## src/rtl/i2c_tgt_pkg.sv

```systemverilog
package i2c_tgt_pkg;

  typedef enum logic [3:0] {
    ST_IDLE,
    ST_ADDR,
    ST_ACK_WAIT,
    ST_ACK,
    ST_RX,
    ST_TX,
    ST_TX_REL,
    ST_HACK,
    ST_WAIT
  } tgt_state_e;

endpackage

```

## src/rtl/i2c_bus_sync.sv

```systemverilog
module i2c_bus_sync #(
  parameter int STAGES = 2
) (
  input  logic clk,
  input  logic rst,
  input  logic scl_i,
  input  logic sda_i,
  output logic scl_s,
  output logic sda_s,
  output logic scl_rise,
  output logic scl_fall,
  output logic start_det,
  output logic stop_det
);

  logic [STAGES:0] scl_q;
  logic [STAGES:0] sda_q;
  logic            scl_p;
  logic            sda_p;

  always_ff @(posedge clk) begin
    if (rst) begin
      scl_q <= '1;
      sda_q <= '1;
    end else begin
      scl_q <= {scl_q[STAGES-1:0], scl_i};
      sda_q <= {sda_q[STAGES-1:0], sda_i};
    end
  end

  assign scl_s = scl_q[STAGES-1];
  assign sda_s = sda_q[STAGES-1];
  assign scl_p = scl_q[STAGES];
  assign sda_p = sda_q[STAGES];

  assign scl_rise  = scl_s & ~scl_p;
  assign scl_fall  = ~scl_s & scl_p;
  // data edges while the clock is steadily high mark bus conditions
  assign start_det = scl_s & scl_p & sda_p & ~sda_s;
  assign stop_det  = scl_s & scl_p & ~sda_p & sda_s;

endmodule

```

## src/rtl/i2c_tgt_ptr.sv

```systemverilog
module i2c_tgt_ptr #(
  parameter int REG_AW = 4
) (
  input  logic              clk,
  input  logic              rst,
  input  logic              load,
  input  logic [REG_AW-1:0] load_val,
  input  logic              inc,
  output logic [REG_AW-1:0] ptr
);

  always_ff @(posedge clk) begin
    if (rst)       ptr <= '0;
    else if (load) ptr <= load_val;
    else if (inc)  ptr <= ptr + 1'b1;  // natural wrap at the top register
  end

endmodule

```

## src/rtl/i2c_tgt_fsm.sv

```systemverilog
module i2c_tgt_fsm
  import i2c_tgt_pkg::*;
#(
  parameter logic [6:0] DEV_ADDR = 7'h2C,
  parameter int         REG_AW   = 4
) (
  input  logic              clk,
  input  logic              rst,
  input  logic              sda_s,
  input  logic              scl_rise,
  input  logic              scl_fall,
  input  logic              start_det,
  input  logic              stop_det,
  input  logic [REG_AW-1:0] ptr,
  input  logic [7:0]        rd_data,
  output logic              ptr_load,
  output logic [REG_AW-1:0] ptr_load_val,
  output logic              ptr_inc,
  output logic              sda_oe,
  output logic              reg_we,
  output logic [REG_AW-1:0] reg_waddr,
  output logic [7:0]        reg_wdata
);

  tgt_state_e  state;
  logic [2:0]  bit_cnt;
  logic [6:0]  rx_sh;
  logic [6:0]  tx_sh;
  logic        dir_rd;
  logic        first_byte;
  logic        host_ack;
  logic [7:0]  rx_byte;
  logic        last_bit;
  logic        rx_done;
  logic        tx_done;

  assign rx_byte  = {rx_sh, sda_s};
  assign last_bit = (bit_cnt == 3'd7);
  assign rx_done  = scl_rise && last_bit && (state == ST_RX) && !start_det && !stop_det;
  assign tx_done  = scl_rise && last_bit && (state == ST_TX) && !start_det && !stop_det;

  assign ptr_load     = rx_done && first_byte;
  assign ptr_load_val = rx_byte[REG_AW-1:0];
  assign ptr_inc      = (rx_done && !first_byte) || tx_done;

  always_ff @(posedge clk) begin
    if (rst) begin
      state      <= ST_IDLE;
      bit_cnt    <= '0;
      rx_sh      <= '0;
      tx_sh      <= '0;
      dir_rd     <= 1'b0;
      first_byte <= 1'b0;
      host_ack   <= 1'b0;
      sda_oe     <= 1'b0;
      reg_we     <= 1'b0;
      reg_waddr  <= '0;
      reg_wdata  <= '0;
    end else begin
      reg_we <= 1'b0;
      if (start_det) begin
        state   <= ST_ADDR;
        bit_cnt <= '0;
        sda_oe  <= 1'b0;
      end else if (stop_det) begin
        state  <= ST_IDLE;
        sda_oe <= 1'b0;
      end else begin
        unique case (state)
          ST_ADDR: if (scl_rise) begin
            rx_sh   <= rx_byte[6:0];
            bit_cnt <= bit_cnt + 3'd1;
            if (last_bit) begin
              if (rx_byte[7:1] == DEV_ADDR) begin
                dir_rd     <= rx_byte[0];
                first_byte <= ~rx_byte[0];
                state      <= ST_ACK_WAIT;
              end else begin
                state <= ST_WAIT;
              end
            end
          end
          ST_ACK_WAIT: if (scl_fall) begin
            sda_oe <= 1'b1;
            state  <= ST_ACK;
          end
          ST_ACK: if (scl_fall) begin
            bit_cnt <= '0;
            if (dir_rd) begin
              tx_sh  <= rd_data[6:0];
              sda_oe <= ~rd_data[7];
              state  <= ST_TX;
            end else begin
              sda_oe <= 1'b0;
              state  <= ST_RX;
            end
          end
          ST_RX: if (scl_rise) begin
            rx_sh   <= rx_byte[6:0];
            bit_cnt <= bit_cnt + 3'd1;
            if (last_bit) begin
              if (!first_byte) begin
                reg_we    <= 1'b1;
                reg_waddr <= ptr;
                reg_wdata <= rx_byte;
              end
              first_byte <= 1'b0;
              state      <= ST_ACK_WAIT;
            end
          end
          ST_TX: begin
            if (scl_fall) begin
              sda_oe <= ~tx_sh[6];
              tx_sh  <= {tx_sh[5:0], 1'b0};
            end
            if (scl_rise) begin
              bit_cnt <= bit_cnt + 3'd1;
              if (last_bit) state <= ST_TX_REL;
            end
          end
          ST_TX_REL: if (scl_fall) begin
            sda_oe <= 1'b0;
            state  <= ST_HACK;
          end
          ST_HACK: begin
            if (scl_rise) host_ack <= ~sda_s;
            if (scl_fall) begin
              if (host_ack) begin
                tx_sh   <= rd_data[6:0];
                sda_oe  <= ~rd_data[7];
                bit_cnt <= '0;
                state   <= ST_TX;
              end else begin
                state <= ST_WAIT;
              end
            end
          end
          default: ;
        endcase
      end
    end
  end

endmodule

```

## src/rtl/i2c_reg_target.sv

```systemverilog
module i2c_reg_target #(
  parameter logic [6:0] DEV_ADDR    = 7'h2C,
  parameter int         REG_AW      = 4,
  parameter int         SYNC_STAGES = 2
) (
  input  logic              clk,
  input  logic              rst,
  input  logic              scl_i,
  input  logic              sda_i,
  output logic              sda_oe,
  output logic [REG_AW-1:0] reg_rd_addr,
  input  logic [7:0]        reg_rd_data,
  output logic              reg_we,
  output logic [REG_AW-1:0] reg_waddr,
  output logic [7:0]        reg_wdata
);

  logic              scl_s;
  logic              sda_s;
  logic              scl_rise;
  logic              scl_fall;
  logic              start_det;
  logic              stop_det;
  logic              ptr_load;
  logic              ptr_inc;
  logic [REG_AW-1:0] ptr_load_val;
  logic [REG_AW-1:0] ptr;

  i2c_bus_sync #(.STAGES(SYNC_STAGES)) u_sync (
    .clk       (clk),
    .rst       (rst),
    .scl_i     (scl_i),
    .sda_i     (sda_i),
    .scl_s     (scl_s),
    .sda_s     (sda_s),
    .scl_rise  (scl_rise),
    .scl_fall  (scl_fall),
    .start_det (start_det),
    .stop_det  (stop_det)
  );

  i2c_tgt_ptr #(.REG_AW(REG_AW)) u_ptr (
    .clk      (clk),
    .rst      (rst),
    .load     (ptr_load),
    .load_val (ptr_load_val),
    .inc      (ptr_inc),
    .ptr      (ptr)
  );

  i2c_tgt_fsm #(.DEV_ADDR(DEV_ADDR), .REG_AW(REG_AW)) u_fsm (
    .clk          (clk),
    .rst          (rst),
    .sda_s        (sda_s),
    .scl_rise     (scl_rise),
    .scl_fall     (scl_fall),
    .start_det    (start_det),
    .stop_det     (stop_det),
    .ptr          (ptr),
    .rd_data      (reg_rd_data),
    .ptr_load     (ptr_load),
    .ptr_load_val (ptr_load_val),
    .ptr_inc      (ptr_inc),
    .sda_oe       (sda_oe),
    .reg_we       (reg_we),
    .reg_waddr    (reg_waddr),
    .reg_wdata    (reg_wdata)
  );

  assign reg_rd_addr = ptr;

endmodule

```

## config.mk

```make
export PLATFORM = sky130hd
export DESIGN_NAME = i2c_reg_target
export DESIGN_NICKNAME = d
export VERILOG_FILES = /design/src/rtl/i2c_tgt_pkg.sv /design/src/rtl/i2c_bus_sync.sv /design/src/rtl/i2c_tgt_ptr.sv /design/src/rtl/i2c_tgt_fsm.sv /design/src/rtl/i2c_reg_target.sv
export SDC_FILE = /design/constraint.sdc
export NUM_CORES = 1
export LEC_CHECK = 0
export BUFFER_PORTS_ARGS = -buffer_cell sky130_fd_sc_hd__clkbuf_2
export CORE_MARGIN = 4
export CORE_UTILIZATION = 51
export CTS_CLUSTER_SIZE = 30
export DETAILED_ROUTE_END_ITERATION = 8
export PLACE_DENSITY = 0.75
export SLEW_MARGIN = 20
export SYNTH_ARGS = -nofsm -noshare
export SYNTH_HDL_FRONTEND = slang
export SYNTH_SLANG_ARGS = --single-unit
```

## constraint.sdc

```tcl
create_clock -name clk -period 1.6 [get_ports clk]
set_input_delay 0.08 -clock clk [delete_from_list [all_inputs] [get_ports clk]]
set_output_delay 0.08 -clock clk [all_outputs]
set_load 0.03 [all_outputs]
```

Word-level counts from Yosys, hierarchy flattened
Index checks and enable logic that the tools add are counted.
{"block": "op_classes", "muxes": 44, "reduce_logical": 35, "addsub": 2, "n_bitwise": 19, "eq_ne": 34}
{"op": "two-way mux 4 bit", "count": 14}
{"op": "two-way mux 7 bit", "count": 5}
{"op": "one-hot mux 4 bit (7 select lines)", "count": 1}
{"op": "!= test 4 x 1 -> 1 bit, second input constant", "count": 6}
{"op": "AND reduction 11 bit", "count": 2}
{"op": "one-hot mux 7 bit (3 select lines)", "count": 1}
{"op": "!= test 2 x 1 -> 1 bit, second input constant", "count": 10}
{"op": "AND reduction 6 bit", "count": 3}
{"op": "== test 4 x 3 -> 1 bit, second input constant", "count": 4}
{"op": "two-way mux 1 bit", "count": 16}
{"op": "!= test 4 x 2 -> 1 bit, second input constant", "count": 4}
{"op": "AND reduction 8 bit", "count": 2}
{"op": "two-way mux 3 bit", "count": 4}
{"op": "NOT 1 bit", "count": 12}
{"op": "!= test 2 bit, second input constant", "count": 5}
{"op": "logical AND 1 bit", "count": 9}
{"op": "one-hot mux 3 bit (3 select lines)", "count": 1}
{"op": "nonzero test 9 bit", "count": 1}
{"op": "== test 4 x 2 -> 1 bit, second input constant", "count": 2}
{"op": "AND reduction 4 bit", "count": 2}
{"op": "bitwise AND 1 bit", "count": 7}
{"op": "== test 7 x 6 -> 1 bit, second input constant", "count": 1}
{"op": "AND reduction 7 bit", "count": 1}
{"op": "nonzero test 7 bit", "count": 1}
{"op": "14 further kinds", "count": 20}
{"block": "totals", "regBits": 48, "output_inout_bits": 18, "in_bits": 12, "wordCells": 149}

Depth between registers and ports, before layout
Gate-level depths: netlist (run 1).
{"block": "depth", "word_depth": 10, "depth_mapped": 7, "depth_no_buf": 6}

Hierarchy
From an unflattened synthesis (run 1), not the netlist that was laid out.
{"block": "hier_totals", "cells_unflattened": 241, "area_unflattened_um2": 2336.0}
{"module": "i2c_tgt_fsm", "cells_each": 203, "seq_area_each_um2": 760.7, "instances": 1, "area_per_inst_um2": 1940.6}
{"module": "i2c_tgt_ptr", "cells_each": 22, "seq_area_each_um2": 80.1, "instances": 1, "area_per_inst_um2": 205.2}
{"module": "i2c_bus_sync", "cells_each": 16, "seq_area_each_um2": 120.1, "instances": 1, "area_per_inst_um2": 190.2}

Least setup slack after synthesis (run 1)
OpenSTA, ideal clock, no wires.
{"block": "synth_timing", "kind": "flip-flop to flip-flop", "from": "reg u_fsm.bit_cnt[0]", "to": "reg u_ptr.ptr[0]", "stages_incl_launch_ff": 7, "period_less_slack_ps": 1724, "slack_ps": -124, "required_time_ps": 1528, "path_buffers": 0, "setup_ps": 72, "arrival_ps": 1652, "cell_sequence": "dfxtp_1 > ha_1 > ha_1 > nand3b_1 > or3_1 > or3_1 > a21oi_1"}
{"block": "synth_between", "elab_chain_len": 8, "elab_cells_between_ends": 13, "cone_classes": "1 x eq/ne; 1 x mux; 11 x reduce/logical"}
{"element": "start: declaration", "line": "i2c_tgt_fsm.sv:26", "text": "logic [2:0] bit_cnt;"}
{"element": "start signal: assignment", "line": "i2c_tgt_fsm.sv:72", "text": "bit_cnt <= bit_cnt + 3'd1;"}
{"element": "start signal: assignment", "line": "i2c_tgt_fsm.sv:100", "text": "bit_cnt <= bit_cnt + 3'd1;"}
{"element": "start signal: assignment", "line": "i2c_tgt_fsm.sv:117", "text": "bit_cnt <= bit_cnt + 3'd1;"}
{"element": "== test 3 bit (*)", "line": "i2c_tgt_fsm.sv:38", "text": "assign last_bit = (bit_cnt == 3'd7);"}
{"element": "logical AND 1 bit (*)", "line": "i2c_tgt_fsm.sv:39, i2c_tgt_fsm.sv:40"}
{"element": "logical AND 1 bit (3 in a row)", "line": "i2c_tgt_fsm.sv:39", "text": "assign rx_done = scl_rise && last_bit && (state == ST_RX) && !start_det && !stop_det;"}
{"element": "logical AND 1 bit", "line": "i2c_tgt_fsm.sv:44", "text": "assign ptr_inc = (rx_done && !first_byte) || tx_done;"}
{"element": "logical OR 1 bit", "line": "i2c_tgt_fsm.sv:44"}
{"element": "nonzero test 2 bit (no line)"}
{"element": "end signal: assignment", "line": "i2c_tgt_ptr.sv:14", "text": "else if (load) ptr <= load_val;"}
{"element": "end signal: assignment", "line": "i2c_tgt_ptr.sv:15", "text": "else if (inc) ptr <= ptr + 1'b1;"}
{"element": "end: declaration", "line": "i2c_tgt_ptr.sv:9", "text": "output logic [REG_AW-1:0] ptr"}
Mark *: on every way between the ends. The rest lies on a longest branch, timed or not.
A chain may end at the register's enable or synchronous reset.

Worst setup path in the final report (run 1)
{"block": "layout_timing", "from": "reg u_fsm.state[0]", "to": "reg u_fsm.tx_sh[0]"}
{"block": "layout_between", "elab_chain_len": 3, "elab_cells_between_ends": 11, "cone_classes": "8 x eq/ne; 1 x mux; 2 x reduce/logical"}
{"element": "start: declaration", "line": "i2c_tgt_fsm.sv:25", "text": "tgt_state_e state;"}
{"element": "start signal: assignment", "line": "i2c_tgt_fsm.sv:48", "text": "state <= ST_IDLE;"}
{"element": "start signal: assignment", "line": "i2c_tgt_fsm.sv:62", "text": "state <= ST_ADDR;"}
{"element": "start signal: assignment", "line": "i2c_tgt_fsm.sv:66", "text": "state <= ST_IDLE;"}
{"element": "== test 4 x 3 -> 1 bit / == test 4 x 2 -> 1 bit (equally long branches)", "line": "i2c_tgt_fsm.sv:69", "text": "unique case (state)"}
{"element": "!= test 2 x 1 -> 1 bit (no line), or another cell as far along"}
{"element": "AND reduction 8 bit (no line)"}
{"element": "end signal: assignment", "line": "i2c_tgt_fsm.sv:90", "text": "tx_sh <= rd_data[6:0];"}
{"element": "end signal: assignment", "line": "i2c_tgt_fsm.sv:114", "text": "tx_sh <= {tx_sh[5:0], 1'b0};"}
{"element": "end signal: assignment", "line": "i2c_tgt_fsm.sv:129", "text": "tx_sh <= rd_data[6:0];"}
{"element": "end: declaration", "line": "i2c_tgt_fsm.sv:28", "text": "logic [6:0] tx_sh;"}
Parallel ways exist; a longest one is shown, timed or not.

==> results of run 1 <==
## worst paths after layout
path	start	end	cells after the start
setup / recovery	u_fsm.state[0]	u_fsm.tx_sh[0]	7
hold reg to reg	u_sync.scl_q[0]	u_sync.scl_q[1]	1
setup reg to reg	u_fsm.state[0]	u_fsm.tx_sh[0]	7
hold / removal	reg_rd_data[0]	u_fsm.tx_sh[0]	3
## worst max-delay path: cells and delay by family, from the launching register on
kind	cells	cell delay, ns
buffers and inverters	3	0.47
AOI/OAI and AO/OA	2	0.48
and+or+nand+nor	2	0.34
DFF	1	0.37
## registers in the layout, indices dropped and copies added (netlist names)
signal and count:
u_fsm.reg_wdata 8, u_fsm.rx_sh 7, u_fsm.tx_sh 7, u_fsm.reg_waddr 4, u_fsm.state 4, u_ptr.ptr 4, u_fsm.bit_cnt 3, u_sync.scl_q 3
u_sync.sda_q 3, u_fsm.dir_rd 1, u_fsm.first_byte 1, u_fsm.host_ack 1, u_fsm.reg_we 1, u_fsm.sda_oe 1
## layer usage
layer,up-vias,share of wire,GRT usage
met5,-,0,0
met4,0,0.017,0.0652
met3,11,0.049,0.0507
met2,48,0.50,0.333
met1,948,0.43,0.246
li1,1006,-,-
## power by group
group / total (mW) / switching [mW] / internal [mW]
Clock: 0.894 / 0.424 / 0.471
Combinational: 0.120 / 0.0622 / 0.0574
Sequential: 1.21 / 0.0106 / 1.20
Total: 2.22 / 0.496 / 1.73
## stage by stage
step	util	hold slack, ns	std cells	area [sq um]	total power [mW]
global placement	0.626	0.264	345	2710	1.33
floorplan	-	0.184	241	2280	1.30
detailed placement	0.626	0.268	345	2710	1.34
finish	0.723	0.0335	367	3130	2.22
CTS	0.676	0.0283	357	2920	2.23
global route	0.723	0.0356	367	3130	2.31
## placed cells by master, fill, tap and decap left out, types with 2 or more instances in the layout
cell type / n
o21a_1: 2
clkbuf_8: 5
inv_1: 3
nor3_1: 4
buf_6: 11
nor2_2: 2
a211oi_2: 5
mux2i_2: 2
nand2_1: 10
o21ai_1: 2
a211oi_1: 3
a2111oi_4: 2
a21o_1: 2
nor3_2: 2
ha_4: 2
dfxtp_2: 4
nand3_1: 5
dlygate4sd3_1: 2
a21oi_1: 8
a311oi_1: 2
or3_1: 2
clkbuf_2: 29
o32ai_1: 2
nor2_1: 39
mux2i_1: 29
or2_2: 8
a21oi_2: 2
buf_4: 34
nand2b_1: 7
nand3b_1: 2
o32a_1: 2
and3b_1: 2
dfxtp_1: 42
nor4_1: 2
dfxtp_4: 2
## area by class of cell
class / count / area share
multi-input cells: 177 / 0.434
flip-flops and latches: 48 / 0.311
repair buffers: 79 / 0.193
clock buffers: 5 / 0.0220
well taps: 52 / 0.0208
clock inverters: 3 / 0.0148
inverters: 3 / 0.00360
## cell families after synthesis
logic type	synth area share
AO/OA/AOI/OAI	0.144
XOR/XNOR	0.00771
adder cells (fa/ha/maj)	0.0165
buffers and inverters	0.0386
flip-flops	0.423
multiplexers	0.137
AND/OR/NAND/NOR	0.234
## timing repair
| item | CTS | global route |
|---|---|---|
| resized for setup | 19 | 30 |
| setup endpoints to repair | 31 | 38 |
| hold endpoints to repair | 2 | 0 |
| pin swaps | 8 | 9 |
| hold buffers | 2 | 0 |
| buffers inserted | 2 | 11 |
==> results.md, run 1 <==
- Register area share after synthesis: 0.423
- Worst Clk Skew: 0.00841 ns
- Initial Utilization: 0.525
- Area of the core: 4320 sq um
- Net count, final: 329
- Number of global-route vias before repair: 1892
- CTS buffer count: 5
- Final Hold Fails: 0
- GR Overflow Total: 0
- Top_reg_cell synth: dfxtp_1
- RSZ-0062 raised after global routing: true
- Post-synth EDFFs: 0
- Clk slew on worst S/H paths: 0.09 ns
- Crit path largest cell delay: 0.43 ns
- R2R Setup Slk: -0.20 ns
- H-tree levels: 2
- Normalized max-slew margin: 0.679
- Crit path arrival time: 1.98 ns
- Crit path max fanout: 7
- Initial antenna violation count: 0
- Multi-input gate area: 1360 sq um
- Synth area leader: dfxtp_1
- Routed wire length: 5600 microns
- Cells along the critical path: buf_6 > and3b_2 > a2111oi_4 > clkbuf_16 > buf_8 > nand2b_4 > a21oi_1
- PwrDens: 711 nW/um^2
- Clock root buffer master: clkbuf_8
- Global-route wire length before repair: 8490 microns
- CTS tree: done
- Antenna-violating nets left: 0
- Place WS: -0.153 ns
- DPL Wire Length: 3440 microns
- Mapped Area: 2270 sq um
- I/O pin count: 30
- Drt drc: 0
- Period utilization: 1.12
- Final setup vio count: 27
- Area grow syn2layout: 37.7%
- Synth area leaders: dfxtp_1 42%, mux2i_1 14%, nor2_1 6.6%
- Critical Path Sink Type: flop
- Cells after synthesis: 241
- Worst Tran Pin Value: 0.475 ns
- Number of vias per cell: 5.49
- TNS Setup: -3.26 ns
- Via count: 2013
- Max Freq: 556 MHz
- RePlAce Congestion: 0.842
- Final period demand of the worst path: 1.80 ns
- DRT iter0 DRCs: 69
- Yosys reg bits: 48
- Avg Cell Area, Syn: 9.42 sq um
- Maxcap violations: 0
- CTS Buffer Depth: 2
- Top cells by count, synth: 48 x dfxtp_1, 40 x nor2_1, 31 x mux2i_1
- Peak VDD IR: 0.790 mV
- Critical Setup Path Class: reg -> reg
- Status: complete, but fails checks
- FILL cells: 327
- DIE HEIGHT: 74.7 microns
- Netlist cell types: 48
- Most common cell in the netlist: dfxtp_1
- Syn_nets: 256
- Global Route Usage Sum: 0.197
- Failing checks: negative setup slack
- FP Rows: 24
- Setup crit start kind: flop
- Slew Viols, Final: 0
- CTS sink cnt: 48
- Largest net degree at the start of global routing: 37
- Hold WC Path Type: in -> reg
- Pleak: 1.26 nW
- Syn. warnings: 0
- Number of port buffers: 29
- Die Wd: 74.7 microns
- Final setup margin: -0.197 ns
- Die area: 5580 sq um
- Share of cells above drive strength 1: 0.406
- Routed length per instance: 15.3 microns
- Yosys top cell area share: 0.423
- ANT cells: 0
- Worst-Skew Late Latency: 0.31 ns
- Reg area: 973 sq um
- CP max-delay cell: a2111oi_4
- CP required: 1.78 ns
- Drt pass-1 iters: 4
- Async SR Flop Fraction: 0
Power figures use the tool's default switching activity.
==> run 2, diff against run 1 <==
- CORE_UTILIZATION: 51 -> 53
- CTS_BUF_LIST: default -> sky130_fd_sc_hd__clkbuf_2 sky130_fd_sc_hd__clkbuf_4 sky130_fd_sc_hd__clkbuf_8
- PLACE_DENSITY: 0.75 -> 0.77
==> results.md, run 2 (synthesized netlist as in run 1, its figures left out) <==
- Net Sw Frac: 0.238
- Reg power frac: 0.575
- CTS buffer count: 5
- CTS Buffer Depth: 2
- Hold WC Path Type: in -> reg
- ANT cells: 0
- Switching power: 0.499 mW
- Die area: 5400 sq um
- Clock root buffer master: clkbuf_8
- Share of cells above drive strength 1: 0.430
- RePlAce Congestion: 0.877
- CTS sink cnt: 48
- FP Rows: 23
- Worst Reg-to-Reg Cells: 8
- Cells along the critical path: buf_6 > buf_4 > nor2_1 > o32ai_4 > buf_6 > buf_6 > a21oi_1 > nor3_1
- Worst Clk Skew: 0.0101 ns
- Initial antenna violation count: 0
- Most frequent cells in the layout: 42 x dfxtp_1, 36 x nor2_1, 32 x buf_4
- Die Wd: 73.5 microns
- Hold slack final: 0.0344 ns
- Dpl cells: 341
- Max Freq: 555 MHz
- Routed wire length: 6570 microns
- Drt drc: 0
- Initial Utilization: 0.556
- Crit path max fanout: 7
- Final Hold Fails: 0
- Largest net degree at the start of global routing: 40
- DPL Wire Length: 3580 microns
- CTS tree: done
- I/O pin count: 30
- Global Route Usage Sum: 0.218
- Worst Tran Pin Value: 0.494 ns
- Number of port buffers: 29
- CP max-delay cell: dfxtp_4
- Final setup margin: -0.201 ns
- Routed length per instance: 18.0 microns
- Period utilization: 1.13
- DIE HEIGHT: 73.5 microns
- PwrDens: 651 nW/um^2
- CP required: 1.79 ns
- Crit path to: u_fsm.state[2]
- FF-to-FF Start: u_fsm.state[0]
- Peak VDD IR: 0.420 mV
- Number of flip-flops under the largest register name: 8
- Normalized max-slew margin: 0.666
- Via count: 2167
- Total Power: 2.10 mW
- Clk slew on worst S/H paths: 0.09 ns
- WP depth: 8
- H-tree levels: 2
- Internal power: 1.60 mW
- TNS Setup: -3.35 ns
- Gate power share: 0.060
- Top flop regs: u_fsm.reg_wdata: 8 flops, u_fsm.rx_sh: 7 flops, u_fsm.tx_sh: 7 flops
- Slew Viols, Final: 0
- Status: complete, but fails checks
- Area of the core: 4090 sq um
- GR Overflow Total: 0
- DRT iter0 DRCs: 160
- Crit path arrival time: 1.99 ns
- Critical Path Sink Type: flop
- Clock share of power: 0.365
- Worst-Skew Late Latency: 0.31 ns
- Biggest register: u_fsm.reg_wdata
- Final setup vio count: 30
- WP buf/inv: 4
- Number of global-route vias before repair: 2054
- CP delay by family, top: buffers and inverters
- Reg-to-reg endpoint: u_fsm.state[2]
- Worst Setup SP: u_fsm.state[0]
- Global-route wire length before repair: 9220 microns
- Drt pass-1 iters: 4
- Final period demand of the worst path: 1.80 ns
- Critical Setup Path Class: reg -> reg
- Number of vias per cell: 5.92
- Most common cell after layout, fill and taps aside: dfxtp_1
- Pleak: 1.27 nW
- Finished Layout Cells: 366
- Crit path largest cell delay: 0.38 ns
- Antenna-violating nets left: 0
- Setup crit start kind: flop
- Area grow syn2layout: 41.9%
- Failing checks: negative setup slack
- Hold Crit Start: reg_rd_data[0]
- RSZ-0062 raised after global routing: true
- R2R Setup Slk: -0.20 ns
- Net count, final: 331
- Critical path's most frequent cell: buf_6
- Maxcap violations: 0
run 2: changes by cell type in the layout (fill, tap and decap cells not counted), moves of 2 or more:
cell | before | now
dfxtp_4 | 2 | 4
nor2_2 | 2 | 4
nor2_1 | 39 | 36
a21oi_1 | 8 | 6
dfxtp_2 | 4 | 2
buf_6 | 11 | 13
buf_4 | 34 | 32
or3_4 | 1 | 3
or3_1 | 2 | 0
buf_12 | 1 | 4
run 2: per-stage QoR:
stage	setup slack [ns]	utilization	instance area [sq um]
final	-0.201	0.788	3220
after detailed placement	-0.163	0.661	2700
after global routing	-0.249	0.788	3220
after CTS	-0.154	0.749	3060
after floorplan	-0.0985	-	2280
after global placement	-0.0675	0.661	2700
run 2: area by class of cell:
class / count / area [sq um]
clock buffer: 6 / 82.6
clock inverter: 1 / 8.76
fill: 241 / 865
inverter: 3 / 11.3
multi-input combinational: 177 / 1420
sequential: 48 / 978
tap: 50 / 62.6
timing repair buffer: 81 / 657
run 2: worst min-delay path, cell delays in order:
cell and delay, ns:
clkbuf_2 0.08, nand3b_1 0.07, a21oi_1 0.06
run 2: worst min path at each step:
| stage | to | cells after the start | slack, ns |
|---|---|---|---|
| 4_1_cts | u_fsm.tx_sh[0] | 3 | 0.03 |
| 6_report | u_fsm.tx_sh[0] | 3 | 0.03 |
| 3_5_place_dp | u_sync.sda_q[0] | 2 | 0.27 |
| 5_1_grt | u_fsm.tx_sh[0] | 3 | 0.05 |
| 3_3_place_gp | u_sync.scl_q[0] | 2 | 0.26 |
| 2_1_floorplan | u_sync.scl_q[0] | 1 | 0.18 |
run 2: routing by layer:
metal	vias to the layer above	share of wire	global-route usage
met1	1044	0.40	0.256
met3	23	0.057	0.0479
met4	0	0.040	0.0765
li1	1012	-	-
met5	-	0	0
met2	88	0.51	0.387
run 2: power by group through the flow:
stage | combinational (mW) | clock, mW | sequential, mW
after floorplan | 0.0630 | 0 | 1.23
after global placement | 0.0950 | 0 | 1.24
after detailed placement | 0.0946 | 0 | 1.24
after CTS | 0.109 | 0.759 | 1.21
after global routing | 0.136 | 0.811 | 1.21
final | 0.126 | 0.766 | 1.21
run 2: repair_timing:
item	4_1_cts	5_1_grt
pin swaps	7	17
hold buffers	2	0
gates resized for setup	32	28
hold endpoints to repair	2	0
cloned	1	0
setup buffers	10	5
endpoints found under the setup margin	38	32
==> run 3, diff against run 2 <==
- CELL_PAD_IN_SITES_DETAIL_PLACEMENT: default -> 2
- CELL_PAD_IN_SITES_GLOBAL_PLACEMENT: default -> 2
- CORE_UTILIZATION: 53 -> 33
- CTS_BUF_LIST: sky130_fd_sc_hd__clkbuf_2 sky130_fd_sc_hd__clkbuf_4 sky130_fd_sc_hd__clkbuf_8 -> sky130_fd_sc_hd__clkbuf_4
- PLACE_DENSITY: 0.77 -> 0.82
==> results.md, run 3 (synthesized netlist as in run 1, its figures left out) <==
- Worst Clk Skew: 0.0110 ns
- I/O pin count: 30
- GR Overflow Total: 0
- Reg-to-reg endpoint: u_fsm.reg_wdata[6]
- ANT cells: 0
- FP Rows: 29
- Die Wd: 91.0 microns
- Crit path to: u_fsm.reg_wdata[6]
- CP required: 1.88 ns
- Maxcap violations: 0
- Final setup vio count: 38
- Failing checks: negative hold slack, negative setup slack
- Normalized max-slew margin: 0.663
- Largest net degree at the start of global routing: 34
- Net count, final: 337
- Pleak: 1.29 nW
- CTS sink cnt: 48
- Final instance area: 3260 sq um
- RePlAce Congestion: 0.797
- RSZ-0062 raised after global routing: true
- Critical Setup Path Class: reg -> reg
- Number of vias per cell: 5.56
- Final Hold Fails: 1
- Slew Viols, Final: 0
- Via count: 2223
- Number of port buffers: 29
- FF-to-FF Start: u_fsm.state[3]
- Setup crit start kind: flop
- Top flop regs: u_fsm.reg_wdata: 8 flops, u_fsm.rx_sh: 7 flops, u_fsm.tx_sh: 7 flops
- DRT iter0 DRCs: 115
- Total Power: 2.14 mW
- Routed wire length: 9180 microns
- Number of global-route vias before repair: 2598
- Worst-Skew Late Latency: 0.40 ns
- Global-route wire length before repair: 14800 microns
- Hold slack final: -0.0125 ns
- Area of the core: 6530 sq um
- Initial antenna violation count: 0
- Status: complete, but fails checks
- H-tree levels: 2
- Number of flip-flops under the largest register name: 8
- Hold WC Path Type: in -> reg
- Drt drc: 0
- Global Route Usage Sum: 0.231
- Max Freq: 521 MHz
- Crit path max fanout: 8
- Clock root buffer master: clkbuf_4
- DIE HEIGHT: 91.0 microns
- Crit path arrival time: 2.20 ns
- CTS Buffer Depth: 2
- Area grow syn2layout: 43.4%
- Peak VDD IR: 0.348 mV
- Initial Utilization: 0.348
- Placed cell areas: 2840 sq um
- Die area: 8270 sq um
- Biggest register: u_fsm.reg_wdata
- Most frequent cells in the layout: 43 x buf_4, 42 x dfxtp_1, 36 x nor2_1
- R2R Setup Slk: -0.32 ns
- Drt pass-1 iters: 4
- CTS buffer count: 5
- Critical Path Sink Type: flop
- Worst Reg-to-Reg Cells: 5
- PwrDens: 657 nW/um^2
- Final setup margin: -0.319 ns
- Fin util: 0.498
- Clk slew on worst S/H paths: 0.16 ns
- Worst Setup SP: u_fsm.state[3]
- Worst Tran Pin Value: 0.506 ns
- Final period demand of the worst path: 1.92 ns
- Share of cells above drive strength 1: 0.446
- Antenna-violating nets left: 0
- Routed length per instance: 23.0 microns
- CTS tree: done
- DPL Wire Length: 5600 microns
- Most common cell after layout, fill and taps aside: buf_4
- Period utilization: 1.20
-- run 3: worst max-delay path, cell delays in order, from the launching register on --
cell and delay [ns]:
dfxtp_2 0.41, or4b_4 0.59, nor3_4 0.27, buf_12 0.19, mux2i_1 0.24, nor2_1 0.10
-- run 3: worst min-delay path by stage --
stage                              start               to  slack, ns  cells past startpoint
after global placement             scl_i  u_sync.scl_q[0]       0.26                      2
after CTS                 reg_rd_data[3]   u_fsm.tx_sh[3]       0.02                      3
final                     reg_rd_data[1]   u_fsm.tx_sh[1]      -0.01                      3
after global routing      reg_rd_data[1]   u_fsm.tx_sh[1]       0.02                      3
after floorplan                    scl_i  u_sync.scl_q[0]       0.18                      1
after detailed placement           scl_i  u_sync.scl_q[0]       0.27                      2
-- run 3: timing repair --
action,in CTS,in global routing
setup buffers,5,1
gates resized for setup,39,18
pin swaps,15,8
cloned,1,0
setup endpoints to repair,41,42
hold buffers,4,0
endpoints found under the hold margin,5,0
-- run 3: layout make-up --
class / count / area [sq um]
fillers: 678 / 3280
multi-input cells: 177 / 1430
flip-flops and latches: 48 / 973
repair buffers: 87 / 658
well taps: 77 / 96.3
clock inverters: 3 / 47.5
clock buffers: 5 / 37.5
inverters: 3 / 11.3
-- run 3: metrics by stage --
stage	cells	setup TNS [ns]	setup slack [ns]
after floorplan	241	-0.536	-0.0985
after global placement	383	-2.25	-0.118
after detailed placement	383	-5.75	-0.298
after CTS	401	-4.88	-0.246
after global routing	400	-9.47	-0.403
final	400	-6.61	-0.319
-- run 3: power by group --
| part | internal [mW] | switching [mW] |
|---|---|---|
| clock network | 0.335 | 0.454 |
| registers | 1.20 | 0.0130 |
| logic | 0.0617 | 0.0743 |
-- run 3: routing by layer --
metal / wire length (microns) / GRT usage
met4: 299 / 0.0980
met5: 0 / 0
met3: 211 / 0.0397
met2: 4850 / 0.431
met1: 3820 / 0.257
